===== config.mk =====
export PLATFORM = sky130hd
export DESIGN_NAME = char_edge_gen
export DESIGN_NICKNAME = d
export VERILOG_FILES = /design/src/rtl/char_edge_pkg.sv /design/src/rtl/edge_mask_gen.sv /design/src/rtl/dot_pick.sv /design/src/rtl/char_edge_gen.sv
export SDC_FILE = /design/constraint.sdc
export NUM_CORES = 1
export LEC_CHECK = 0
export ABC_AREA = 1
export BUFFER_PORTS_ARGS = -buffer_cell sky130_fd_sc_hd__buf_4
export CAP_MARGIN = 20
export CORE_MARGIN = 2
export CORE_UTILIZATION = 44
export CTS_CLUSTER_DIAMETER = 100
export DETAILED_ROUTE_END_ITERATION = 6
export GPL_TIMING_DRIVEN = 0
export PLACE_DENSITY = 0.8
export SETUP_SLACK_MARGIN = 0.3
export SYNTH_ARGS = -nofsm -noshare
export SYNTH_HDL_FRONTEND = slang
export SYNTH_HIERARCHICAL = 1
export SYNTH_SLANG_ARGS = --single-unit

===== constraint.sdc =====
create_clock -name clk -period 0.8 [get_ports clk]
set_input_delay 0.12 -clock clk [delete_from_list [all_inputs] [get_ports clk]]
set_output_delay 0.12 -clock clk [all_outputs]
set_load 0.02 [all_outputs]

===== src/rtl/char_edge_pkg.sv =====
package char_edge_pkg;
    parameter int unsigned FONT_W = 10;
    parameter int unsigned FONT_H = 16;
    localparam int unsigned COL_W  = $clog2(FONT_W);
    localparam int unsigned LINE_W = $clog2(FONT_H);

    typedef struct packed {
        logic fg_on;
        logic blk_on;
    } dot_flags_t;
endpackage


===== src/rtl/edge_mask_gen.sv =====
module edge_mask_gen #(
    parameter int unsigned W = 10
) (
    input  logic [W-1:0] above,
    input  logic [W-1:0] mid,
    input  logic [W-1:0] below,
    input  logic         at_top,
    input  logic         at_bottom,
    output logic [W-1:0] ring_mask,
    output logic [W-1:0] drop_mask
);
    logic [W-1:0] above_v;
    logic [W-1:0] below_v;

    assign above_v = at_top    ? '0 : above;
    assign below_v = at_bottom ? '0 : below;

    for (genvar c = 0; c < W; c++) begin : g_col
        logic from_left;
        logic from_right;
        if (c > 0) begin : g_l
            assign from_left = mid[c-1];
        end else begin : g_nl
            assign from_left = 1'b0;
        end
        if (c < W - 1) begin : g_r
            assign from_right = mid[c+1];
        end else begin : g_nr
            assign from_right = 1'b0;
        end
        assign ring_mask[c] = from_left | from_right | above_v[c] | below_v[c];
        assign drop_mask[c] = from_left | above_v[c];
    end
endmodule


===== src/rtl/dot_pick.sv =====
module dot_pick #(
    parameter int unsigned W  = 10,
    parameter int unsigned CW = 4
) (
    input  logic [W-1:0]  vec,
    input  logic [CW-1:0] sel,
    output logic          bit_o,
    output logic          in_range
);
    always_comb begin
        bit_o    = 1'b0;
        in_range = 1'b0;
        for (int i = 0; i < W; i++) begin
            if (sel == CW'(i)) begin
                bit_o    = vec[i];
                in_range = 1'b1;
            end
        end
    end
endmodule


===== src/rtl/char_edge_gen.sv =====
module char_edge_gen
    import char_edge_pkg::*;
(
    input  logic              clk,
    input  logic              rst_n,
    input  logic              dot_vld,
    input  logic [COL_W-1:0]  dot_col,
    input  logic [LINE_W-1:0] cell_line,
    input  logic [FONT_W-1:0] line_up,
    input  logic [FONT_W-1:0] line_mid,
    input  logic [FONT_W-1:0] line_dn,
    input  logic              outline_en,
    input  logic              drop_sel,
    output logic              fg_on,
    output logic              blk_on
);
    localparam logic [LINE_W-1:0] LAST_LINE = LINE_W'(FONT_H - 1);

    logic [FONT_W-1:0] ring_mask;
    logic [FONT_W-1:0] drop_mask;
    logic [FONT_W-1:0] sel_mask;
    logic              font_bit;
    logic              mask_bit;
    logic              col_ok;
    logic              col_ok_unused;
    dot_flags_t        flags_d;
    dot_flags_t        flags_q;

    edge_mask_gen #(.W(FONT_W)) u_mask (
        .above    (line_up),
        .mid      (line_mid),
        .below    (line_dn),
        .at_top   (cell_line == '0),
        .at_bottom(cell_line == LAST_LINE),
        .ring_mask(ring_mask),
        .drop_mask(drop_mask)
    );

    assign sel_mask = drop_sel ? drop_mask : ring_mask;

    dot_pick #(.W(FONT_W), .CW(COL_W)) u_pick_font (
        .vec     (line_mid),
        .sel     (dot_col),
        .bit_o   (font_bit),
        .in_range(col_ok)
    );

    dot_pick #(.W(FONT_W), .CW(COL_W)) u_pick_mask (
        .vec     (sel_mask),
        .sel     (dot_col),
        .bit_o   (mask_bit),
        .in_range(col_ok_unused)
    );

    always_comb begin
        flags_d = '0;
        if (dot_vld && col_ok) begin
            flags_d.fg_on  = font_bit;
            flags_d.blk_on = outline_en && !font_bit && mask_bit;
        end
    end

    always_ff @(posedge clk or negedge rst_n) begin
        if (!rst_n) flags_q <= '0;
        else        flags_q <= flags_d;
    end

    assign fg_on  = flags_q.fg_on;
    assign blk_on = flags_q.blk_on;

    // a lit dot wins over an outline mark
    a_r6_lit_wins: assert property (@(posedge clk) disable iff (!rst_n)
        !(fg_on && blk_on));

    // no outline when disabled
    a_r3_off_no_blk: assert property (@(posedge clk) disable iff (!rst_n)
        !outline_en |=> !blk_on);

    // idle cycles give dark output
    a_r9_idle_dark: assert property (@(posedge clk) disable iff (!rst_n)
        !dot_vld |=> (!fg_on && !blk_on));

    // on the top line only the current and lower lines can mark a dot
    a_r7_top_blank: assert property (@(posedge clk) disable iff (!rst_n)
        (cell_line == '0 && line_mid == '0 && line_dn == '0) |=> !blk_on);

    // out-of-range columns are dark
    a_r8_col_range: assert property (@(posedge clk) disable iff (!rst_n)
        (dot_col >= COL_W'(FONT_W)) |=> (!fg_on && !blk_on));

    // font flag follows the sampled line one cycle later
    a_r2_font_latency: assert property (@(posedge clk) disable iff (!rst_n)
        (dot_vld && dot_col == '0) |=> (fg_on == $past(line_mid[0])));
endmodule


==> metrics.yaml, run 1 <==
antenna_cells: 0
dieArea_sq_um: 2140
dpl-instance-area_sq_um: 1150
clkTransAtPathRegs_ns: 0.03
gp_congestion: 0.833
fin_area_sq_um: 1310
mostFrequentLayoutCell: "nand2_1"
outcome: "finished, violations left"
vias_per_cell: 4.90
p_per_area_nw_per_um2: 703
grt_pass1_wl_microns: 4090
grt_setup_unrepaired: "yes"
worstPathRequired_ns: 0.95
hold_depth: 3
clockRootBuffer: "clkbuf_4"
relSlewSlack_pct: 89.6
grt-ovfl-total: 0
worst_hold_slack_ns: 0.143
cts_buffers: 3
period_minus_slack_ns: 1.26
htreeDepth: 1
dr.pass1.iters: 4
die_x_microns: 46.2
cts_max_path_buffers: 2
setup_viol: 3
hold_viol_final: 0
arrival_ns: 1.41
final_max_slew_viol_count: 0
syn_area_per_cell_sq_um: 4.70
drc: 0
synth_fp_nets: 210
hold_class: "in2reg"
fmax_ghz: 0.796
syn_inst: 167
crit_start: "cell_line[1]"
crit_fanout: 9
dp.final_hpwl_microns: 1880
end_kind: "register"
groute.usage.overall_pct: 26.1
antenna_found_initial: 0
violations: "negative setup slack"
drt_wl_total_microns: 2680
layout.nets: 262
min_from: "outline_en"
drtIter0Drc: 41
core_area_sq_um: 1710
drive_above_1_share_pct: 35.9
post_drt_wl_per_cell_microns: 11.1
final.period_utilization_pct: 157
fill_cells: 146
start_util_pct: 45.9
power_leakage_nw: 0.851
criticalPathCategory: "in2reg"
rows: 15
cts_tree: "built"
netlist_area_sq_um: 785
first_global_vias: 1067
maxCapViolations: 0
seq_area_sq_um: 50.0
postLayoutSetupSlackWorst_ns: -0.456
multi_input_area_sq_um: 606
yosys_warnings: 6
die_h_microns: 46.2
ir_worst_vdd_mv: 0.423
cts_sinks: 2
startpoint_type: "input pin"
final_cell_mix: "nand2_1, buf_4, inv_1"
io_buffers: 43
io_pins: 45
num_vias: 1186
tightestPinTransition_ns: 0.155
dp_slack_ns: -0.756
grt_max_degree: 14
ant_nets: 0
area_delta_synth_final_pct: 67.5
-- final cells by class --
type | instances | area share, %
Multi-Input combinational cell | 122 | 46.1
Buffer | 2 | 1.71
Inverter | 41 | 13.2
Timing Repair Buffer | 47 | 31.0
Clock buffer | 3 | 1.71
Tap cell | 25 | 2.38
Sequential cell | 2 | 3.81
-- flip-flops by register name, summed over array words and instances, names as in the netlist --
register and cells:
blk_on 1, fg_on 1
-- stage by stage --
stage | setup TNS [ns] | utilization [%] | total power, mW | instances
final | -0.539 | 76.9 | 0.924 | 242
after global routing | -0.687 | 76.9 | 1.01 | 242
after CTS | -0.553 | 73.6 | 0.894 | 240
after detailed placement | -1.01 | 67.4 | 0.619 | 235
after global placement | -0.957 | 67.4 | 0.605 | 235
after floorplan | -0.461 | - | 0.374 | 167
-- report_power, final --
part	total [mW]	leakage [nW]	switching, mW	internal, mW
sequential	0.108	0.0274	0.00202	0.106
combinational	0.590	0.809	0.287	0.303
clock	0.227	0.0138	0.0608	0.166
-- critical path, stage by stage --
cell and delay (ns):
buf_4 0.12, nand2_1 0.07, nor2_2 0.04, inv_2 0.14, nand2_1 0.08, nand3_1 0.09, inv_1 0.05, o21ai_2 0.10
inv_1 0.04, nand2_1 0.05, nand3_1 0.09, nand3_2 0.10, nand3_2 0.10, nand3_2 0.08, nand3_2 0.06, nor2_1 0.08
-- per-layer routing --
layer / wire [microns] / GRT usage (%) / share of wire [%] / vias up
li1: - / - / - / 609
met1: 1040 / 28.4 / 39 / 525
met2: 1480 / 50.8 / 55 / 52
met3: 156 / 6.27 / 5.8 / 0
met4: 0 / 3.43 / 0 / 0
met5: 0 / 0 / 0 / -
-- repair_timing --
action | in CTS | in global routing
gates resized for setup | 19 | 7
endpoints found under the setup margin | 4 | 4
buffers inserted | 1 | 1
cloned | 0 | 1
hold buffers | 1 | 0
hold endpoints to repair | 2 | 0
pin swaps | 5 | 3
-- final timing paths --
kind	endpoint
max	blk_on
min	blk_on
max in group asynchronous	blk_on
min in group asynchronous	fg_on
Note: power is estimated with default switching activity, not from simulation.
==> run 2, diff against run 1 <==
ABC_AREA = unset   (was 1)
CORE_UTILIZATION = 41   (was 44)
PLACE_DENSITY = 0.79   (was 0.8)
==> run 2 against run 1 <==
  * The run still ends with negative setup slack left
  * Clock power about the same
  * Final area is 16% lower
  * Synthesized cell count is 60% lower
  * Non-clock buffer count fell by 2
  * Count of clock-buffer cells in the layout is the same
  * Sequential power barely moved
  * Maximum frequency shrank 40%
  * Area after synthesis is 15% lower
  * Sequential share of layout area is 0.72 points higher
==> metrics.yaml, run 2 <==
min_from: "dot_vld"
postLayoutSetupSlackWorst_ns: -1.30
syn_area_per_cell_sq_um: 9.90
rows: 14
io_pins: 45
hold_viol_final: 0
period_minus_slack_ns: 2.10
core_area_sq_um: 1510
cts_buffers: 3
dr.pass1.iters: 4
antenna_cells: 0
dpl-instance-area_sq_um: 1020
final.period_utilization_pct: 263
critical-path-max-stage-delay_ns: 0.48
drtIter0Drc: 9
start_util_pct: 44.0
gp_congestion: 0.747
criticalPathCategory: "in2reg"
violations: "negative setup slack"
drc: 0
synth_fp_nets: 110
final_core_util_pct: 73.3
slowest_stage: "mux4_2"
die_h_microns: 44.2
clkTransAtPathRegs_ns: 0.03
syn_inst: 67
io_buffers: 43
clockRootBuffer: "clkbuf_4"
grt_max_degree: 11
grt_setup_unrepaired: "yes"
path_cells: "buf_6 -> nor4_4 -> nor2b_1 -> a2111o_1 -> mux2_4 -> mux4_2 -> nor3_2 -> and4b_1 -> nand4_1 -> nor2_1"
end_kind: "register"
htreeDepth: 1
maxCapViolations: 0
first_global_vias: 793
layout.nets: 161
dieArea_sq_um: 1950
ir_worst_vdd_mv: 0.363
mostFrequentLayoutCell: "buf_4"
yosys_warnings: 6
relSlewSlack_pct: 74.4
arrival_ns: 2.21
fmax_ghz: 0.476
grt_pass1_wl_microns: 3150
hold_end: "fg_on"
netlist_area_sq_um: 663
final_max_slew_viol_count: 0
worstPathRequired_ns: 0.91
cts_tree: "built"
die_x_microns: 44.2
crit_fanout: 6
drive_above_1_share_pct: 62.9
grt-ovfl-total: 0
ant_nets: 0
p_per_area_nw_per_um2: 732
fin_area_sq_um: 1100
power_leakage_nw: 0.511
area_delta_synth_final_pct: 66.6
hold_depth: 2
final_cell_mix: "buf_4, mux2_4, nor2b_1"
post_drt_wl_per_cell_microns: 14.7
antenna_found_initial: 0
tightestPinTransition_ns: 0.382
drt_wl_total_microns: 1940
groute.usage.overall_pct: 21.5
cts_max_path_buffers: 2
setup_viol: 4
hold_class: "in2reg"
outcome: "finished, violations left"
vias_per_cell: 5.76
startpoint_type: "input pin"
num_vias: 760
cts_sinks: 2
## run 2: worst max-delay path, delay by kind of cell
family / cells / cell delay, ns
multiplexers: 2 / 0.76
AO/OA/AOI/OAI: 1 / 0.29
buffers and inverters: 1 / 0.10
AND/OR/NAND/NOR: 6 / 0.94
## run 2: worst max path at each step
stage / startpoint / to / slack [ns] / depth (start not counted)
3_3_place_gp: cell_line[2] / blk_on / -1.73 / 10
3_5_place_dp: cell_line[2] / blk_on / -1.72 / 10
5_1_grt: cell_line[0] / blk_on / -1.40 / 10
2_1_floorplan: cell_line[2] / blk_on / -1.37 / 9
6_report: cell_line[0] / blk_on / -1.30 / 10
4_1_cts: cell_line[0] / blk_on / -1.30 / 10
## run 2: report_power, final
part / leakage (nW) / total, mW / internal [mW] / switching, mW
Sequential: 0.0273 / 0.109 / 0.107 / 0.00213
Combinational: 0.470 / 0.476 / 0.306 / 0.171
Clock: 0.0138 / 0.224 / 0.166 / 0.0583
## run 2: area by class of cell
cell class	instances	area (sq um)
well taps	16	20.0
fillers	124	402
flip-flops and latches	2	50.0
repair buffers	46	383
multi-input cells	62	609
inverters	2	8.76
clock buffers	3	22.5
plain buffers	1	11.3
## run 2: stage by stage
stage / worst slack (ns) / hold slack (ns) / instances / TNS [ns] / total power, mW
global placement: -1.73 / -0.0971 / 126 / -2.38 / 0.545
global route: -1.40 / 0.161 / 132 / -1.86 / 0.872
CTS: -1.30 / 0.145 / 132 / -1.67 / 0.815
finish: -1.30 / 0.157 / 132 / -1.69 / 0.809
detailed placement: -1.72 / -0.0963 / 126 / -2.36 / 0.556
floorplan: -1.37 / -0.176 / 67 / -1.80 / 0.320
## run 2: metal layers
metal	vias up	wire [microns]	track usage, %
met4	0	20	10.3
met1	347	732	23.5
met5	-	0	0
li1	372	-	-
met3	2	132	3.27
met2	39	1060	40.0
## run 2: repair_timing
action,in CTS,in global routing
pin swaps,3,2
setup buffers,2,0
hold buffers,1,0
setup endpoints to repair,4,4
gates resized for setup,10,0
hold endpoints to repair,2,0
==> run 3, diff against run 2 <==
BUFFER_PORTS_ARGS = unset   (was -buffer_cell sky130_fd_sc_hd__buf_4)
CORE_AREA = 2 2 39 41   (was unset)
CORE_MARGIN = unset   (was 2)
CORE_UTILIZATION = unset   (was 41)
DIE_AREA = 0 0 41 43   (was unset)
DONT_BUFFER_PORTS = 1   (was unset)
GPL_TIMING_DRIVEN = unset   (was 0)
PLACE_DENSITY = 0.65   (was 0.79)
RECOVER_POWER = 100   (was unset)
==> run 3 against run 2 <==
  * The run still ends with negative setup slack left
  * Global-route usage down 4.4 points
  * Hold slack lost 0.12 ns
  * Die area down 9.8%
  * Maximum frequency increased by 8.7%
  * First-iteration DRC count is 78% lower
  * Via count fell by 24%
  * Critical endpoint unchanged
==> metrics.yaml, run 3 (synthesis results as in run 2) <==
power_leakage_nw: 0.289
fin_area_sq_um: 742
hold_end: "blk_on"
start_util_pct: 47.9
final.period_utilization_pct: 242
clockRootBuffer: "clkbuf_4"
die_h_microns: 43
antenna_found_initial: 0
slowest_stage: "mux4_2"
core_area_sq_um: 1380
startpoint_type: "input pin"
arrival_ns: 2.05
p_sw_share_pct: 24.6
io_pins: 45
cts_sinks: 2
grt_max_degree: 11
relSlewSlack_pct: 77.3
rows: 14
dp_slack_ns: -1.39
grt-ovfl-total: 0
dr.pass1.iters: 4
final_max_slew_viol_count: 0
period_minus_slack_ns: 1.93
setup_viol: 2
hold_class: "in2reg"
fill_cells: 133
maxCapViolations: 0
clockPowerShare_pct: 40.9
drive_above_1_share_pct: 39.7
finalPower_uw: 567
grt_setup_unrepaired: "yes"
die_x_microns: 41
cts_buffers: 3
mostFrequentLayoutCell: "mux2_4"
tightestPinTransition_ns: 0.338
fin_cells: 89
placedCellCount: 85
worst_hold_slack_ns: 0.0315
clkTransAtPathRegs_ns: 0.03
met1_usage_pct: 16.6
post_drt_wl_per_cell_microns: 16.5
gp_congestion: 0.813
violations: "negative setup slack"
vias_per_cell: 6.51
drc: 0
grtUsageMet3_pct: 2.09
dp.final_hpwl_microns: 1270
crit_fanout: 5
combPwrFrac_pct: 39.0
num_vias: 579
ant_nets: 0
criticalPathCategory: "in2reg"
groute.usage.overall_pct: 17.1
min_from: "dot_vld"
worstPathRequired_ns: 0.92
hold_depth: 2
path_cells: "nor4_4 -> nor2b_1 -> a2111o_1 -> mux2_4 -> mux4_2 -> nor3_2 -> and4b_1 -> nand4_1 -> nor2_1"
busiest_layer: "met2"
drtIter0Drc: 2
switchingPower_uw: 140
area_delta_synth_final_pct: 11.9
p_per_area_nw_per_um2: 764
htreeDepth: 1
cts_tree: "built"
p_seq_share_pct: 20.1
cts_max_path_buffers: 2
hold_viol_final: 0
grt_pass1_wl_microns: 2090
postLayoutSetupSlackWorst_ns: -1.13
met2_usage_pct: 31.9
outcome: "finished, violations left"
critical-path-max-stage-delay_ns: 0.47
internal-power_uw: 427
io_buffers: 0
drt_wl_total_microns: 1470
final_cell_mix: "mux2_4, nor2b_1, a2111o_1, or2_2, mux2i_1"
antenna_cells: 0
dieArea_sq_um: 1760
layout.nets: 118
post_cts_buffers: 0
ir_worst_vdd_mv: 0.256
end_kind: "register"
dpl-instance-area_sq_um: 709
first_global_vias: 574
fmax_ghz: 0.517
-- run 3: cell count changes in the layout (fill, tap and decap cells not counted), sizes merged --
cell,before,now
buf,46,3
-- run 3: timing repair --
item                       CTS  global route
resized for setup            0             1
hold endpoints to repair     2             0
pin swaps                    2             1
hold buffers                 1             0
setup endpoints to repair    4             4
-- run 3: power by group through the flow --
stage	combinational (mW)	sequential, mW	clock (mW)
detailed placement	0.218	0.115	0
global placement	0.212	0.115	0
CTS	0.224	0.114	0.243
global route	0.241	0.115	0.241
floorplan	0.205	0.115	0
finish	0.221	0.114	0.232
-- run 3: worst max-delay path by stage --
| stage | end | startpoint | cells after the start | slack [ns] |
|---|---|---|---|---|
| finish | blk_on | cell_line[0] | 9 | -1.13 |
| global route | blk_on | cell_line[0] | 9 | -1.24 |
| CTS | blk_on | cell_line[2] | 9 | -1.14 |
| detailed placement | blk_on | cell_line[2] | 9 | -1.39 |
| global placement | blk_on | cell_line[2] | 9 | -1.35 |
| floorplan | blk_on | cell_line[2] | 9 | -1.37 |
-- run 3: through the flow --
stage	utilization [%]	TNS [ns]
floorplan	-	-1.80
global placement	51.3	-1.84
detailed placement	51.3	-1.86
CTS	53.6	-1.32
global route	53.6	-1.44
finish	53.6	-1.32
-- run 3: critical path: cells and delay by family --
kind | cells | cell delay, ns
multiplexers | 2 | 0.75
AND/OR/NAND/NOR | 6 | 0.89
AO/OA/AOI/OAI | 1 | 0.29
-- run 3: cell type report --
type | instances | area, sq um | area share, %
well taps | 16 | 20.0 | 2.70
multi-input cells | 62 | 609 | 82.1
clock buffers | 3 | 22.5 | 3.04
flip-flops and latches | 2 | 50.0 | 6.75
repair buffers | 4 | 32.5 | 4.38
inverters | 2 | 7.51 | 1.01
-- run 3: per-layer routing --
metal | share of wire [%] | routed length, microns
met4 | 0.95 | 14
met5 | 0 | 0
met2 | 53 | 775
met3 | 7.4 | 109
met1 | 39 | 566
